==> config.mk <==
export PLATFORM = sky130hd
export DESIGN_NAME = cfg_route_top
export DESIGN_NICKNAME = d
export VERILOG_FILES = /design/src/rtl/cfg_route_pkg.sv /design/src/rtl/cfg_rr_arb.sv /design/src/rtl/cfg_regfile.sv /design/src/rtl/cfg_rmt_path.sv /design/src/rtl/cfg_route_top.sv
export SDC_FILE = /design/constraint.sdc
export NUM_CORES = 1
export LEC_CHECK = 0
export BUFFER_PORTS_ARGS = -buffer_cell sky130_fd_sc_hd__buf_2
export CAP_MARGIN = 20
export CORE_MARGIN = 2
export CORE_UTILIZATION = 55
export DETAILED_ROUTE_END_ITERATION = 16
export GPL_TIMING_DRIVEN = 0
export PLACE_DENSITY = 0.75
export SLEW_MARGIN = 10
export SYNTH_ARGS = -nofsm -noshare
export SYNTH_HDL_FRONTEND = slang
export SYNTH_SLANG_ARGS = --single-unit
==> constraint.sdc <==
create_clock -name clk -period 3.55 [get_ports clk]
set_clock_uncertainty 0.05 [all_clocks]
set_input_delay 0.71 -clock clk [delete_from_list [all_inputs] [get_ports clk]]
set_output_delay 0.71 -clock clk [all_outputs]
set_load 0.01 [all_outputs]
==> src/rtl/cfg_route_pkg.sv <==
package cfg_route_pkg;

  typedef enum logic [1:0] {
    RP_IDLE = 2'd0,
    RP_XREQ = 2'd1,
    RP_XRD  = 2'd2
  } rpath_e;

  function automatic logic in_window(input logic [31:0] a,
                                     input logic [31:0] base,
                                     input logic [31:0] n);
    return (a >= base) && (a < base + n);
  endfunction

endpackage

==> src/rtl/cfg_rr_arb.sv <==
module cfg_rr_arb (
  input  logic clk,
  input  logic rst_n,
  input  logic req_l,
  input  logic req_r,
  output logic gnt_l,
  output logic gnt_r
);
  logic prio_r_q, prio_r_d, upd;

  assign gnt_l = req_l & (~req_r | ~prio_r_q);
  assign gnt_r = req_r & (~req_l |  prio_r_q);
  assign upd   = gnt_l | gnt_r;

  always_comb begin
    prio_r_d = prio_r_q;
    if (upd) prio_r_d = gnt_l;
  end

  always_ff @(posedge clk or negedge rst_n) begin
    if (!rst_n)   prio_r_q <= 1'b0;
    else if (upd) prio_r_q <= prio_r_d;
  end
endmodule

==> src/rtl/cfg_regfile.sv <==
module cfg_regfile #(
  parameter int DATA_W = 32,
  parameter int NREGS  = 16,
  localparam int IDX_W = $clog2(NREGS)
) (
  input  logic              clk,
  input  logic              rst_n,
  input  logic              we,
  input  logic [IDX_W-1:0]  idx,
  input  logic [DATA_W-1:0] wdata,
  output logic [DATA_W-1:0] rdata
);
  logic [DATA_W-1:0] regs_q [NREGS];

  for (genvar g = 0; g < NREGS; g++) begin : g_word
    logic en;
    assign en = we && (idx == IDX_W'(g));
    always_ff @(posedge clk or negedge rst_n) begin
      if (!rst_n)  regs_q[g] <= '0;
      else if (en) regs_q[g] <= wdata;
    end
  end

  assign rdata = regs_q[idx];
endmodule

==> src/rtl/cfg_rmt_path.sv <==
module cfg_rmt_path
  import cfg_route_pkg::*;
#(
  parameter int ADDR_W = 22,
  parameter int DATA_W = 32
) (
  input  logic              clk,
  input  logic              rst_n,
  input  logic              rmt_valid,
  input  logic              rmt_write,
  input  logic [ADDR_W-1:0] rmt_addr,
  input  logic [DATA_W-1:0] rmt_wdata,
  input  logic              hit,
  input  logic              gnt,
  input  logic [DATA_W-1:0] int_rdata,
  output logic              req_int,
  output logic              rmt_ready,
  output logic              rsp_valid,
  output logic [DATA_W-1:0] rsp_rdata,
  output logic              rsp_err,
  output logic              ext_rd,
  output logic              ext_wr,
  output logic [ADDR_W-1:0] ext_addr,
  output logic [DATA_W-1:0] ext_wdata,
  input  logic              ext_wait,
  input  logic [DATA_W-1:0] ext_rdata,
  input  logic              ext_rvalid,
  input  logic              ext_rerr
);
  rpath_e            st_q, st_d;
  logic              wr_q, wr_d;
  logic [ADDR_W-1:0] ad_q, ad_d;
  logic [DATA_W-1:0] wd_q, wd_d;
  logic              rv_q, rv_d;
  logic [DATA_W-1:0] rd_q, rd_d;
  logic              re_q, re_d;
  logic              idle;

  assign idle      = (st_q == RP_IDLE);
  assign req_int   = idle && rmt_valid && hit;
  assign rmt_ready = idle && rmt_valid && (hit ? gnt : 1'b1);
  assign ext_rd    = (st_q == RP_XREQ) && !wr_q;
  assign ext_wr    = (st_q == RP_XREQ) &&  wr_q;
  assign ext_addr  = ad_q;
  assign ext_wdata = wd_q;
  assign rsp_valid = rv_q;
  assign rsp_rdata = rd_q;
  assign rsp_err   = re_q;

  always_comb begin
    st_d = st_q;
    wr_d = wr_q;
    ad_d = ad_q;
    wd_d = wd_q;
    rv_d = 1'b0;
    rd_d = '0;
    re_d = 1'b0;
    unique case (st_q)
      RP_IDLE: begin
        if (rmt_valid && !hit) begin
          st_d = RP_XREQ;
          wr_d = rmt_write;
          ad_d = rmt_addr;
          wd_d = rmt_wdata;
        end else if (gnt) begin
          rv_d = 1'b1;
          rd_d = rmt_write ? '0 : int_rdata;
        end
      end
      RP_XREQ: begin
        if (!ext_wait) begin
          if (wr_q) begin
            rv_d = 1'b1;
            st_d = RP_IDLE;
          end else begin
            st_d = RP_XRD;
          end
        end
      end
      RP_XRD: begin
        if (ext_rvalid) begin
          rv_d = 1'b1;
          rd_d = ext_rdata;
          re_d = ext_rerr;
          st_d = RP_IDLE;
        end
      end
      default: st_d = RP_IDLE;
    endcase
  end

  always_ff @(posedge clk or negedge rst_n) begin
    if (!rst_n) begin
      st_q <= RP_IDLE;
      wr_q <= 1'b0;
      ad_q <= '0;
      wd_q <= '0;
      rv_q <= 1'b0;
      rd_q <= '0;
      re_q <= 1'b0;
    end else begin
      st_q <= st_d;
      wr_q <= wr_d;
      ad_q <= ad_d;
      wd_q <= wd_d;
      rv_q <= rv_d;
      rd_q <= rd_d;
      re_q <= re_d;
    end
  end
endmodule

==> src/rtl/cfg_route_top.sv <==
module cfg_route_top
  import cfg_route_pkg::*;
#(
  parameter int ADDR_W   = 22,
  parameter int DATA_W   = 32,
  parameter int REG_BASE = 32'h40,
  parameter int NREGS    = 16
) (
  input  logic              clk,
  input  logic              rst_n,
  input  logic              lcl_rd,
  input  logic              lcl_wr,
  input  logic [ADDR_W-1:0] lcl_addr,
  input  logic [DATA_W-1:0] lcl_wdata,
  output logic              lcl_wait,
  output logic [DATA_W-1:0] lcl_rdata,
  output logic              lcl_rvalid,
  output logic              lcl_rerr,
  input  logic              rmt_valid,
  input  logic              rmt_write,
  input  logic [ADDR_W-1:0] rmt_addr,
  input  logic [DATA_W-1:0] rmt_wdata,
  output logic              rmt_ready,
  output logic              rsp_valid,
  output logic [DATA_W-1:0] rsp_rdata,
  output logic              rsp_err,
  output logic              ext_rd,
  output logic              ext_wr,
  output logic [ADDR_W-1:0] ext_addr,
  output logic [DATA_W-1:0] ext_wdata,
  input  logic              ext_wait,
  input  logic [DATA_W-1:0] ext_rdata,
  input  logic              ext_rvalid,
  input  logic              ext_rerr
);
  localparam int IDX_W = $clog2(NREGS);

  logic              in_l, in_r, req_l, req_r, gnt_l, gnt_r, we;
  logic [IDX_W-1:0]  idx_l, idx_r, idx;
  logic [DATA_W-1:0] wdata, int_rdata;
  logic              lrv_q, lrv_d, lre_q, lre_d;
  logic [DATA_W-1:0] lrd_q, lrd_d;

  assign in_l  = in_window(32'(lcl_addr), 32'(REG_BASE), 32'(NREGS));
  assign in_r  = in_window(32'(rmt_addr), 32'(REG_BASE), 32'(NREGS));
  assign idx_l = IDX_W'(lcl_addr - ADDR_W'(REG_BASE));
  assign idx_r = IDX_W'(rmt_addr - ADDR_W'(REG_BASE));
  assign req_l = lcl_rd | lcl_wr;

  cfg_rr_arb i_arb (
    .clk(clk), .rst_n(rst_n), .req_l(req_l), .req_r(req_r),
    .gnt_l(gnt_l), .gnt_r(gnt_r)
  );

  assign lcl_wait = ~gnt_l;
  assign idx      = gnt_r ? idx_r : idx_l;
  assign wdata    = gnt_r ? rmt_wdata : lcl_wdata;
  assign we       = (gnt_l && lcl_wr && !lcl_rd && in_l) || (gnt_r && rmt_write);

  cfg_regfile #(.DATA_W(DATA_W), .NREGS(NREGS)) i_regs (
    .clk(clk), .rst_n(rst_n), .we(we), .idx(idx), .wdata(wdata),
    .rdata(int_rdata)
  );

  cfg_rmt_path #(.ADDR_W(ADDR_W), .DATA_W(DATA_W)) i_rmt (
    .clk(clk), .rst_n(rst_n),
    .rmt_valid(rmt_valid), .rmt_write(rmt_write), .rmt_addr(rmt_addr),
    .rmt_wdata(rmt_wdata), .hit(in_r), .gnt(gnt_r), .int_rdata(int_rdata),
    .req_int(req_r), .rmt_ready(rmt_ready),
    .rsp_valid(rsp_valid), .rsp_rdata(rsp_rdata), .rsp_err(rsp_err),
    .ext_rd(ext_rd), .ext_wr(ext_wr), .ext_addr(ext_addr),
    .ext_wdata(ext_wdata), .ext_wait(ext_wait), .ext_rdata(ext_rdata),
    .ext_rvalid(ext_rvalid), .ext_rerr(ext_rerr)
  );

  always_comb begin
    lrv_d = gnt_l && lcl_rd;
    lrd_d = (gnt_l && lcl_rd && in_l) ? int_rdata : '0;
    lre_d = gnt_l && lcl_rd && !in_l;
  end

  always_ff @(posedge clk or negedge rst_n) begin
    if (!rst_n) begin
      lrv_q <= 1'b0;
      lrd_q <= '0;
      lre_q <= 1'b0;
    end else begin
      lrv_q <= lrv_d;
      lrd_q <= lrd_d;
      lre_q <= lre_d;
    end
  end

  assign lcl_rvalid = lrv_q;
  assign lcl_rdata  = lrd_q;
  assign lcl_rerr   = lre_q;
endmodule

==> summary.md, run 1 <==
| Metric | Value |
|---|---|
| Worst R2R Setup Slack | `-0.03 ns` |
| Synth Warn # | `0` |
| Yosys top cell area share | `0.547` |
| Lkg Pwr | `between 0.015 and 0.02 uW` |
| WL final | `126 mm` |
| Fin crit period | `~3.6 ns` |
| Vias | `~27000` |
| Total negative slack | `-0.228 ns` |
| Final std cells w/o fill | `a little under 4000` |
| Number of global-route vias before repair | `roughly 25000` |
| Setup CP Type | `flip-flop to flip-flop` |
| Via density | `between 6 and 7` |
| Largest net degree at the start of global routing | `between 100 and 150` |
| # IOs | `roughly 280` |
| Synth area leaders | `dfrtp_1 (55%), o21bai_1 (12%), a21oi_1 (6.5%)` |
| Count of pins over their slew limit | `0` |
| Fmax | `between 0.2 and 0.3 GHz` |
| Hold slack | `about 0.26 ns` |
| Placed insts | `3808` |
| Max_slew headroom | `0.249` |
| Reg clk slew, reported paths | `about 0.06 ns` |
| Cell variety after synth | `48` |
| Antenna Nets Post-Route | `0` |
| Starting Density | `0.556` |
| IO buf count | `274` |
| Core ar. | `~0.053 sq mm` |
| Hpwl dp | `89.0 mm` |
| Period utilization | `1.01` |
| Reg-to-reg endpoint | `i_regs.regs_q[311]` |
| CTS sink cnt | `between 600 and 700` |
| DRT iter0 DRCs | `between 3000 and 4000` |
| Detailed Routing Iterations Pass 1 | `6` |
| Mapped Area | `0.0292 sq mm` |
| Hold Path Cell Cnt | `2` |
| R2r startpoint | `i_rmt.st_q[0]` |
| Max-cap violations | `0` |
| Worst slew pin tran | `roughly 1.1 ns` |
| Worst hold endpoint | `i_rmt.rsp_err` |
| FF/Latch Area | `roughly 0.016 sq mm` |
| Seq/Total Area, Yosys | `0.547` |
| Area leader, netlist | `dfrtp_1` |
| CTS Buf Count | `68` |
| HP Class | `primary input to flip-flop` |
| Clock buffer depth | `3` |
| Critical Path RT | `slightly below 4 ns` |
| Final core utilization | `0.660` |
| Failing checks | `setup timing` |
| Row count | `84` |
| CP max FO | `10` |
| First-pass GRT wire length | `~180 mm` |
| Setup WS post-layout | `-0.0342 ns` |
| Status | `complete, but fails checks` |
| Die area | `approximately 0.055 sq mm` |
| Syn Inst Count | `about 2800` |
| Syn Area/Cell | `between 10 and 15 sq um` |
| Crit end category | `flip-flop` |
| WP data arrival | `~4 ns` |
| CTS tree | `done` |
| Drt drc | `0` |
| Avg WL per Cell | `approximately 32 um` |
| Overall Global Routing Usage | `0.459` |
| Clk_lat worst skew | `about 0.63 ns` |
| Pwr per Cell Area | `a little over 500 mW/mm^2` |
| Die Wd | `about 230 um` |
| Layout cells sized above 1 | `0.231` |
| Final Hold Vio Count | `0` |
| CTS HTree Levels | `3` |
| Initial antenna violation count | `3` |
| GP Congestion | `~1.1` |
| Final setup violation count | `23` |
| Nets | `~3400` |
| Syn_nets | `~3000` |
| Total gr overflow | `0` |
| Fillers | `roughly 4300` |
| Worst R2R Path Depth | `10` |
| Multi-input logic area | `around 0.012 sq mm` |
| Peak supply drop | `0.346 mV` |
| Root buffer cell | `clkbuf_16` |
| Layout area overhead | `18.8%` |
| Die Y | `234 um` |
| Hold path startpoint | `ext_rerr` |
| Synthesis-stage register bit count | `between 600 and 700` |
| Startpoint Class | `flip-flop` |
-- area by class of cell --
cell class	instances	area share
sequential	638	0.460
multi-input combinational	1915	0.357
clock buffer	102	0.0589
timing repair buffer	307	0.0524
buffer	271	0.0385
tap	688	0.0248
clock inverter	17	0.00707
inverter	7	0.000757
antenna	1	0.0000721
-- synthesized netlist by cell type (all sizes together) --
cell type  instances
a2111oi           32
a211o              1
a211oi             1
a21o               1
a21oi            391
a22o              32
a31oi              2
a41oi             96
and2              34
and3               2
and4               1
buf              131
clkbuf           142
dfrtp            638
inv                7
mux2              49
mux2i             33
nand2            150
nand2b             6
nand3              1
nand3b             1
nor2             396
nor2b              2
nor3              16
nor3b              1
nor4              11
nor4b              1
o2111a             1
o2111ai           33
o21ai            133
o21bai           480
o32ai              2
or3                5
or4                1
-- worst max path at each step --
| stage | slack (ns) | start | cells after the start | endpoint |
|---|---|---|---|---|
| after floorplan | 0.54 | rmt_addr[13] | 10 | i_regs.regs_q[67] |
| after global placement | -11.30 | rst_n | 1 | i_regs.regs_q[262] |
| after detailed placement | -1.23 | rmt_addr[15] | 11 | i_rmt.rsp_rdata[8] |
| after CTS | 0.004 | rmt_addr[15] | 10 | i_rmt.rsp_rdata[27] |
| after global routing | -0.003 | rmt_addr[15] | 11 | i_rmt.rsp_rdata[25] |
| final | -0.03 | i_rmt.st_q[0] | 10 | i_regs.regs_q[311] |
-- placed cells by master (no fill, tap or decap), types with 15 or more instances in the layout --
cell type	synthesis	routed
buf_2	115	388
o2111ai_1	32	32
nor2_1	395	395
o21ai_0	57	57
a2111oi_2	32	18
clkbuf_16	0	71
clkbuf_2	0	53
o21bai_1	480	479
a41oi_1	96	79
a41oi_2	0	17
buf_4	8	30
o21ai_1	76	75
clkbuf_8	0	15
nand2_1	150	150
mux2i_1	32	19
mux2_2	49	49
a21oi_1	378	378
dfrtp_1	638	638
clkbuf_1	142	97
a22o_1	32	32
and2_1	34	34
-- power by group --
group	total (uW)	internal (uW)	switching, uW
Sequential	7820	7640	188
Combinational	2550	975	1570
Clock	7430	4360	3070
Total	17800	13000	4830
-- sequential cells by signal, indices dropped and copies added (netlist names) --
register,cells
i_regs.regs_q,512
i_rmt.ext_wdata,32
i_rmt.rsp_rdata,32
lcl_rdata,32
i_rmt.ext_addr,22
i_rmt.st_q,2
i_arb.prio_r_q,1
i_rmt.rsp_err,1
i_rmt.rsp_valid,1
i_rmt.wr_q,1
lcl_rerr,1
lcl_rvalid,1
-- per-stage QoR --
step / power, uW / cell area [sq um] / setup WS [ns]
after floorplan: 9130 / 29200 / 0.537
after global placement: 10200 / 31400 / -11.30
after detailed placement: 10300 / 31700 / -1.23
after CTS: 17700 / 34500 / 0.00376
after global routing: 18300 / 34700 / -0.00278
final: 17800 / 34700 / -0.0342
-- kinds of logic (layout without fill, tap and decap cells) --
group	Yosys count	in the layout	synth area share
DFF	638	638	0.547
buffers and inverters	280	704	0.0434
AOI/OAI and AO/OA	1205	1205	0.284
and+or+nand+nor	628	628	0.0956
muxes	82	82	0.0306
other	0	1	0
-- timing repair --
action                                  CTS  global route
endpoints found under the setup margin  190           208
buffers inserted                          9             8
pin swaps                                 5             4
endpoints found under the hold margin     5             0
resized for setup                       105            38
hold buffers                              1             0
gates cloned                              0             0
-- routing by layer --
layer	part of all wire	up-vias	GRT usage
li1	-	10900	-
met1	0.37	13200	0.599
met2	0.41	2006	0.637
met3	0.13	476	0.156
met4	0.083	0	0.328
met5	0	-	0
-- worst max-delay path, cell delays in order, from the launching register on --
cell     delay (ns)
dfrtp_1        0.42
nor3b_4        0.24
buf_4          0.18
o21ai_1        0.12
or3_1          0.38
buf_2          0.21
mux2i_4        0.29
buf_8          0.27
nor3_4         0.57
buf_2          0.54
a21oi_1        0.14
(Power assumes the default switching activity.)
==> run 2, diff against run 1 <==
--- a/config.mk
+++ b/config.mk
@@ -12,7 +12,9 @@
 export DETAILED_ROUTE_END_ITERATION = 16
 export GPL_TIMING_DRIVEN = 0
 export PLACE_DENSITY = 0.75
+export RECOVER_POWER = 50
 export SLEW_MARGIN = 10
 export SYNTH_ARGS = -nofsm -noshare
 export SYNTH_HDL_FRONTEND = slang
+export SYNTH_HIERARCHICAL = 1
 export SYNTH_SLANG_ARGS = --single-unit
==> run 2 against run 1 <==
Against the previous run: critical path type is now primary input to flip-flop; setup slack improved by 0.073 ns; the flow finishes with violations (capacitance limit, slew limit); non-clock buffer count is 144 lower; clock-buffer cell count decreased by 5; maximum frequency increased by 2.1%; sequential power is essentially flat; area after synthesis down 3.1%; core utilization shrank 0.62 points.
==> summary.md, run 2 <==
| Metric | Value |
|---|---|
| Core ar. | `0.0511 sq mm (-2.8%)` |
| Max-cap violations | `1 (+1)` |
| XOR/XNOR share of the synthesized area | `0 (unchanged)` |
| Lkg Pwr | `0.0164 uW (+3.2%)` |
| Total gr overflow | `0 (unchanged)` |
| Placed insts | `2750 (-28%)` |
| GP Congestion | `0.814 (-23%)` |
| Cell Chain, Critical Path | `buf_2 > or4_4 > nor2_4 > and3_4 > and2_4 > buf_12 > mux2_4 > buf_6 > nand2b_1 > nor2_2 > buf_2 > mux2_2` |
| Cell variety after synth | `42 (-13%)` |
| Status | `complete, but fails checks` |
| Final setup violation count | `0 (-100%)` |
| Synthesis-stage register bit count | `638 (unchanged)` |
| Crit path top cell by count | `buf_2` |
| RSZ-0062 raised after global routing | `yes` |
| Die Wd | `231 um (-1.6%)` |
| Layout area overhead | `18.1%` |
| Pwr per Cell Area | `499 mW/mm^2 (-2.8%)` |
| Synth Warn # | `6 (+6)` |
| Hold path startpoint | `ext_rdata[31]` |
| Syn Inst Count | `1790 (-37%)` |
| IO buf count | `274 (unchanged)` |
| Largest family of logic cells by synthesized area | `multiplexers` |
| Hold Path Cell Cnt | `2 (unchanged)` |
| Hold slack | `0.279 ns (+0.0191 ns)` |
| Top-count cell post-synth | `dfrtp_1` |
| Setup WS post-layout | `0.0386 ns (+0.0729 ns)` |
| Post-synthesis simple-gate area fraction | `0.0311 (-0.0645)` |
| Final std cells w/o fill | `2863 (-27%)` |
| Post-synthesis adder-cell area fraction | `0 (unchanged)` |
| Detailed Routing Iterations Pass 1 | `5 (-1)` |
| Peak supply drop | `0.379 mV (+9.5%)` |
| Reg-to-reg endpoint | `i_regs/regs_q[53]` |
| Area leader, netlist | `dfrtp_1` |
| Ys async rst share | `1.00 (unchanged)` |
| R2r startpoint | `i_rmt/st_q[1]` |
| Overall Global Routing Usage | `0.283 (-0.175)` |
| EDFF count, synth | `0 (unchanged)` |
| Commonest non-fill, non-tap cells in the layout | `dfrtp_1 (638), mux2_2 (553), buf_2 (296)` |
| Clk_lat worst skew | `0.61 ns (-0.02 ns)` |
| Synth area leaders | `dfrtp_1 (56%), mux2_2 (22%), mux4_2 (10%)` |
| WP data arrival | `3.93 ns (-0.06 ns)` |
| Drt drc | `0 (unchanged)` |
| CTS sink cnt | `638 (unchanged)` |
| Dominant register cell in the synthesized netlist | `dfrtp_1` |
| Worst R2R Setup Slack | `0.27 ns (+0.30 ns)` |
| Layout cells sized above 1 | `0.580 (+0.349)` |
| Biggest register | `i_regs/regs_q` |
| CP max FO | `10 (unchanged)` |
| Slowest CP cell | `or4_4` |
| Die area | `0.0532 sq mm (-3.1%)` |
| Vias | `17300 (-35%)` |
| DRT iter0 DRCs | `1291 (-65%)` |
| Post-synth top cells | `dfrtp_1 (638), mux2_2 (554), mux4_2 (128)` |
| Avg WL per Cell | `25.6 um (-20%)` |
| Critical Path RT | `3.97 ns (+0.02 ns)` |
| # IOs | `275 (unchanged)` |
| Setup CP Type | `primary input to flip-flop` |
| Nets | `2289 (-32%)` |
| WL final | `73.2 mm (-42%)` |
| HP Class | `primary input to flip-flop` |
| Max reg flops | `512 (unchanged)` |
| Mapped Area | `0.0283 sq mm (-3.1%)` |
| Place WS | `-1.28 ns (-0.0480 ns)` |
| Synth Area in Compound Gates | `0.0285 (-0.255)` |
| Seq/Total Area, Yosys | `0.565 (+0.0178)` |
| Largest net degree at the start of global routing | `117 (-1.7%)` |
| Slowest stage delay, CP | `0.54 ns (-0.03 ns)` |
| Period utilization | `0.989 (-0.0205)` |
| Hpwl dp | `50.1 mm (-44%)` |
| CTS Buf Count | `67 (-1.5%)` |
| Worst R2R Path Depth | `10 (unchanged)` |
| Syn Area/Cell | `15.8 sq um (+53%)` |
| Starting Density | `0.553 (-0.00216)` |
| CTS tree | `done` |
| CTS HTree Levels | `3 (unchanged)` |
| Fmax | `0.285 GHz (+2.1%)` |
| Clock buffer depth | `3 (unchanged)` |
| Fin crit period | `3.51 ns (-0.0729 ns)` |
| Worst slew pin tran | `2.02 ns (+0.897 ns)` |
| Failing checks | `capacitance limit, slew limit` |
| First-pass GRT wire length | `112 mm (-37%)` |
| Antenna Nets Post-Route | `0 (unchanged)` |
| Yosys top cell area share | `0.565 (+0.0178)` |
| Row count | `83 (-1.2%)` |
| Number of global-route vias before repair | `18600 (-27%)` |
| Crit end category | `flip-flop` |
| Root buffer cell | `clkbuf_16` |
| Max_slew headroom | `-0.350 (-0.598)` |
| Startpoint Class | `primary input` |
| Count of pins over their slew limit | `79 (+79)` |
| Worst hold endpoint | `i_rmt/rsp_rdata[31]` |
| Final Hold Vio Count | `0 (unchanged)` |
| Syn_nets | `1939 (-35%)` |
| Mux cell area share after synthesis | `0.342 (+0.311)` |
| Commonest non-fill, non-tap cell in the layout | `dfrtp_1` |
| Initial antenna violation count | `1 (-2)` |
| Via density | `6.03 (-11%)` |
| Reg clk slew, reported paths | `0.06 ns (about the same)` |
| Die Y | `231 um (-1.6%)` |
| Antenna Diode Count | `0 (-1)` |
==> run 2: changes by cell type in the layout (fill, tap and decap cells not counted), sizes merged, moves of 81 or more <==
cell    before  now
o21ai      133    2
nor2       396   16
mux4         0  128
nand2      150   38
mux2        49  603
clkbuf     239  158
o21bai     480    0
a41oi       96    0
a21oi      391    1
==> run 2: logic make-up (layout without fill, tap and decap cells) <==
kind of cell | Yosys count | in the layout
muxes | 731 | 731
DFF | 638 | 638
and+or+nand+nor | 130 | 130
buffers and inverters | 188 | 581
AOI/OAI and AO/OA | 103 | 103
==> run 2: metal layers <==
layer | wire [um] | track usage | vias up | share of wire
met5 | 0 | 0 | - | 0
met4 | 2510 | 0.105 | 0 | 0.034
met3 | 5900 | 0.0648 | 143 | 0.080
met2 | 35200 | 0.460 | 629 | 0.48
met1 | 29700 | 0.376 | 9189 | 0.40
li1 | - | - | 7295 | -
==> run 2: layout make-up <==
type	instances	area (sq um)
clock inverters	15	190
flip-flops and latches	638	16000
repair buffers	282	1540
inverters	35	131
multi-input cells	964	11600
fillers	3635	17700
plain buffers	152	1170
well taps	680	851
clock buffers	97	1990
==> run 2: through the flow <==
stage	instance area (sq um)	setup TNS [ns]	power, uW	utilization
6_report	33400	0	16700	0.654
2_1_floorplan	28400	-0.314	8860	-
3_5_place_dp	30800	-537.80	9800	0.603
4_1_cts	33300	-0.160	16800	0.652
3_3_place_gp	30600	-7451.08	9720	0.600
5_1_grt	33400	-0.0142	17300	0.654
==> run 2: worst max-delay path by stage <==
stage | slack [ns] | cells past startpoint | start | endpoint
global placement | -10.96 | 1 | rst_n | i_rmt/ext_wdata[10]
CTS | -0.03 | 14 | rmt_addr[21] | i_rmt/rsp_rdata[16]
detailed placement | -1.28 | 15 | rmt_addr[14] | lcl_rdata[0]
global route | -0.01 | 14 | rmt_addr[21] | i_regs/regs_q[413]
floorplan | -0.01 | 13 | rmt_addr[21] | i_regs/regs_q[385]
finish | 0.04 | 12 | rmt_addr[21] | i_regs/regs_q[53]
==> run 2: worst max-delay path: cells and delay by family <==
family / cells / cell delay (ns)
mux: 2 / 0.76
simple gates: 6 / 1.61
buf+inv: 4 / 0.85
==> run 2: repair_timing <==
action / in CTS / in global routing
setup endpoints to repair: 554 / 418
gates cloned: 0 / 0
endpoints found under the hold margin: 52 / 0
pin swaps: 5 / 6
hold buffers: 1 / 0
resized for setup: 96 / 43
buffers inserted: 0 / 1
==> run 2: power by group <==
part	leakage, uW	switching, uW	total (uW)	internal, uW
registers	0.00878	182	7820	7640
logic	0.00658	1060	1850	792
clock network	0.00107	2820	7000	4180
total	0.0164	4060	16700	12600
==> run 3, diff against run 2 <==
--- a/config.mk
+++ b/config.mk
@@ -13,6 +13,7 @@
 export GPL_TIMING_DRIVEN = 0
 export PLACE_DENSITY = 0.75
 export RECOVER_POWER = 50
+export REMOVE_ABC_BUFFERS = 1
 export SLEW_MARGIN = 10
 export SYNTH_ARGS = -nofsm -noshare
 export SYNTH_HDL_FRONTEND = slang
==> run 3 against run 2 <==
Against the previous run: the run ends with setup timing left; maximum frequency decreased by 1.6%; first-iteration DRC count increased by 7.4%; clock-buffer cell count unchanged; total power increased by 2.7%; cell area increased by 1.1%; die area unchanged; critical path depth unchanged; hold slack got worse by 0.18 ns; combinational power decreased by 4%; largest cell class unchanged; highest routed layer unchanged.
==> summary.md, run 3 (synthesized netlist as in run 2, its figures left out) <==
| Metric | Value |
|---|---|
| CTS sink cnt | `638 (unchanged)` |
| Nets | `2216 (-3.2%)` |
| Multi-input logic area | `0.0117 sq mm (+1.3%)` |
| Fillers | `3456 (-4.9%)` |
| Layout cells sized above 1 | `0.554 (-0.0264)` |
| Critical Path RT | `3.98 ns (about the same)` |
| Clock buffer depth | `3 (unchanged)` |
| Avg WL per Cell | `26.9 um (+5.3%)` |
| CTS tree | `done` |
| First-pass GRT wire length | `112 mm (-0.30%)` |
| Commonest non-fill, non-tap cell in the layout | `dfrtp_1` |
| Row count | `83 (unchanged)` |
| Clk_lat worst skew | `0.61 ns (about the same)` |
| Core ar. | `0.0511 sq mm (unchanged)` |
| Fin crit period | `3.57 ns (+0.0571 ns)` |
| Max reg flops | `512 (unchanged)` |
| Startpoint Class | `primary input` |
| CP max FO | `36 (+26)` |
| Final Hold Vio Count | `0 (unchanged)` |
| # hold bufs at CTS | `0 (-1)` |
| Post-route cell area | `0.0338 sq mm (+1.1%)` |
| Die Y | `231 um (unchanged)` |
| Number of global-route vias before repair | `18300 (-1.4%)` |
| Final core utilization | `0.661 (+0.00722)` |
| Final setup violation count | `1 (+1)` |
| Period utilization | `1.01 (+0.0161)` |
| Via density | `6.14 (+1.8%)` |
| Largest net degree at the start of global routing | `122 (+4.3%)` |
| Worst slew pin tran | `1.49 ns (-0.531 ns)` |
| IO buf count | `274 (unchanged)` |
| Fmax | `0.280 GHz (-1.6%)` |
| Layout area overhead | `19.5%` |
| Status | `complete, but fails checks` |
| Reg clk slew, reported paths | `0.06 ns (about the same)` |
| Area after DPL | `0.0308 sq mm (unchanged)` |
| Root buffer cell | `clkbuf_16` |
| Commonest non-fill, non-tap cells in the layout | `dfrtp_1 (638), mux2_2 (552), buf_2 (221)` |
| Setup CP Type | `primary input to flip-flop` |
| Hold slack | `0.0993 ns (-0.179 ns)` |
| Pwr per Cell Area | `507 mW/mm^2 (+1.6%)` |
| Crit end category | `flip-flop` |
| Antenna Nets Post-Route | `0 (unchanged)` |
| Setup WS post-layout | `-0.0185 ns (-0.0571 ns)` |
| Overall Global Routing Usage | `0.283 (about the same)` |
| Drt drc | `0 (unchanged)` |
| CTS Buf Count | `67 (unchanged)` |
| Failing checks | `setup timing` |
| Antenna Diode Count | `0 (unchanged)` |
| Hpwl dp | `41.5 mm (-17%)` |
| # IOs | `275 (unchanged)` |
| Initial antenna violation count | `0 (-1)` |
| Biggest register | `i_regs/regs_q` |
| Max_slew headroom | `0.00429 (+0.354)` |
| Count of pins over their slew limit | `0 (-100%)` |
| FF/Latch Area | `0.0160 sq mm (unchanged)` |
| Die Wd | `231 um (unchanged)` |
| WL final | `75.4 mm (+3.0%)` |
| DRT iter0 DRCs | `1386 (+7.4%)` |
| CTS HTree Levels | `3 (unchanged)` |
| Total gr overflow | `0 (unchanged)` |
| Vias | `17200 (-0.45%)` |
| Detailed Routing Iterations Pass 1 | `7 (+2)` |
| Starting Density | `0.553 (unchanged)` |
| Die area | `0.0532 sq mm (unchanged)` |
| Lkg Pwr | `0.0164 uW (about the same)` |
| WP data arrival | `4.00 ns (+0.07 ns)` |
| GP Congestion | `0.744 (-8.5%)` |
| Max-cap violations | `0 (-1)` |
| Peak supply drop | `0.356 mV (-6.1%)` |
| HP Class | `primary input to async pin` |
==> run 3: changes by cell type in the layout (fill, tap and decap cells not counted), moves of 11 or more <==
cell	previous run	this run
buf_2	296	221
nor2_4	1	12
nand2_1	23	37
nand2_2	15	0
a22oi_2	19	2
buf_12	7	26
buf_16	6	21
buf_6	23	1
a22oi_1	45	62
clkbuf_2	12	0
clkbuf_1	52	64
==> run 3: through the flow <==
stage / TNS, ns / worst slack [ns] / instances / power [uW]
floorplan: -2168.51 / -4.38 / 1637 / 8790
global placement: - / -10.73 / 2591 / 9590
detailed placement: -928.57 / -1.95 / 2632 / 9780
CTS: 0 / 0.0132 / 2785 / 17300
global route: -0.768 / -0.0575 / 2799 / 17700
finish: -0.0185 / -0.0185 / 2799 / 17100
==> run 3: worst paths after layout <==
path	depth (start not counted)	end	startpoint	slack, ns
setup / recovery	12	i_rmt/rsp_rdata[5]	rmt_addr[7]	-0.02
hold / removal	1	i_regs/regs_q[325]	rst_n	0.1
setup reg to reg	11	i_regs/regs_q[414]	i_rmt/st_q[0]	0.07
hold reg to reg	1	i_rmt/ext_wdata[21]	i_rmt/ext_wdata[21]	0.43
max in group asynchronous	4	i_regs/regs_q[409]	rst_n	1.18
min in group clk	2	i_rmt/rsp_rdata[19]	ext_rdata[19]	0.27
==> run 3: repair_timing <==
| action | in CTS | in global routing |
|---|---|---|
| gates cloned | 8 | 1 |
| setup buffers | 24 | 13 |
| gates resized for setup | 20 | 7 |
| pin swaps | 13 | 4 |
| endpoints found under the setup margin | 577 | 152 |
==> run 3: report_power, final <==
part / total [uW] / internal, uW / switching [uW] / leakage (uW)
clock network: 7500 / 4570 / 2930 / 0.00116
registers: 7840 / 7640 / 198 / 0.00878
logic: 1780 / 726 / 1050 / 0.00649
==> run 3: cell type report <==
type | count | area share
sequential | 638 | 0.473
multi-input combinational | 970 | 0.347
timing repair buffer | 355 | 0.0812
clock buffer | 97 | 0.0589
tap | 680 | 0.0252
clock inverter | 24 | 0.0113
inverter | 35 | 0.00389
==> run 3: routing by layer <==
metal / GRT usage / wire length (um) / vias to the layer above
li1: - / - / 7179
met1: 0.378 / 31100 / 9179
met2: 0.447 / 35700 / 646
met3: 0.0725 / 5620 / 174
met4: 0.116 / 2940 / 0
met5: 0.00460 / 0 / -
==> run 3: worst max-delay path: stages <==
cell and delay (ns):
buf_2 0.12, nor4b_4 0.30, nand4_1 0.19, nor2_4 0.19, and3_4 0.23, and2_4 0.24, buf_4 0.25, mux2_4 0.64
mux4_2 0.46, a22oi_1 0.27, nand2_1 0.14, a22o_1 0.22
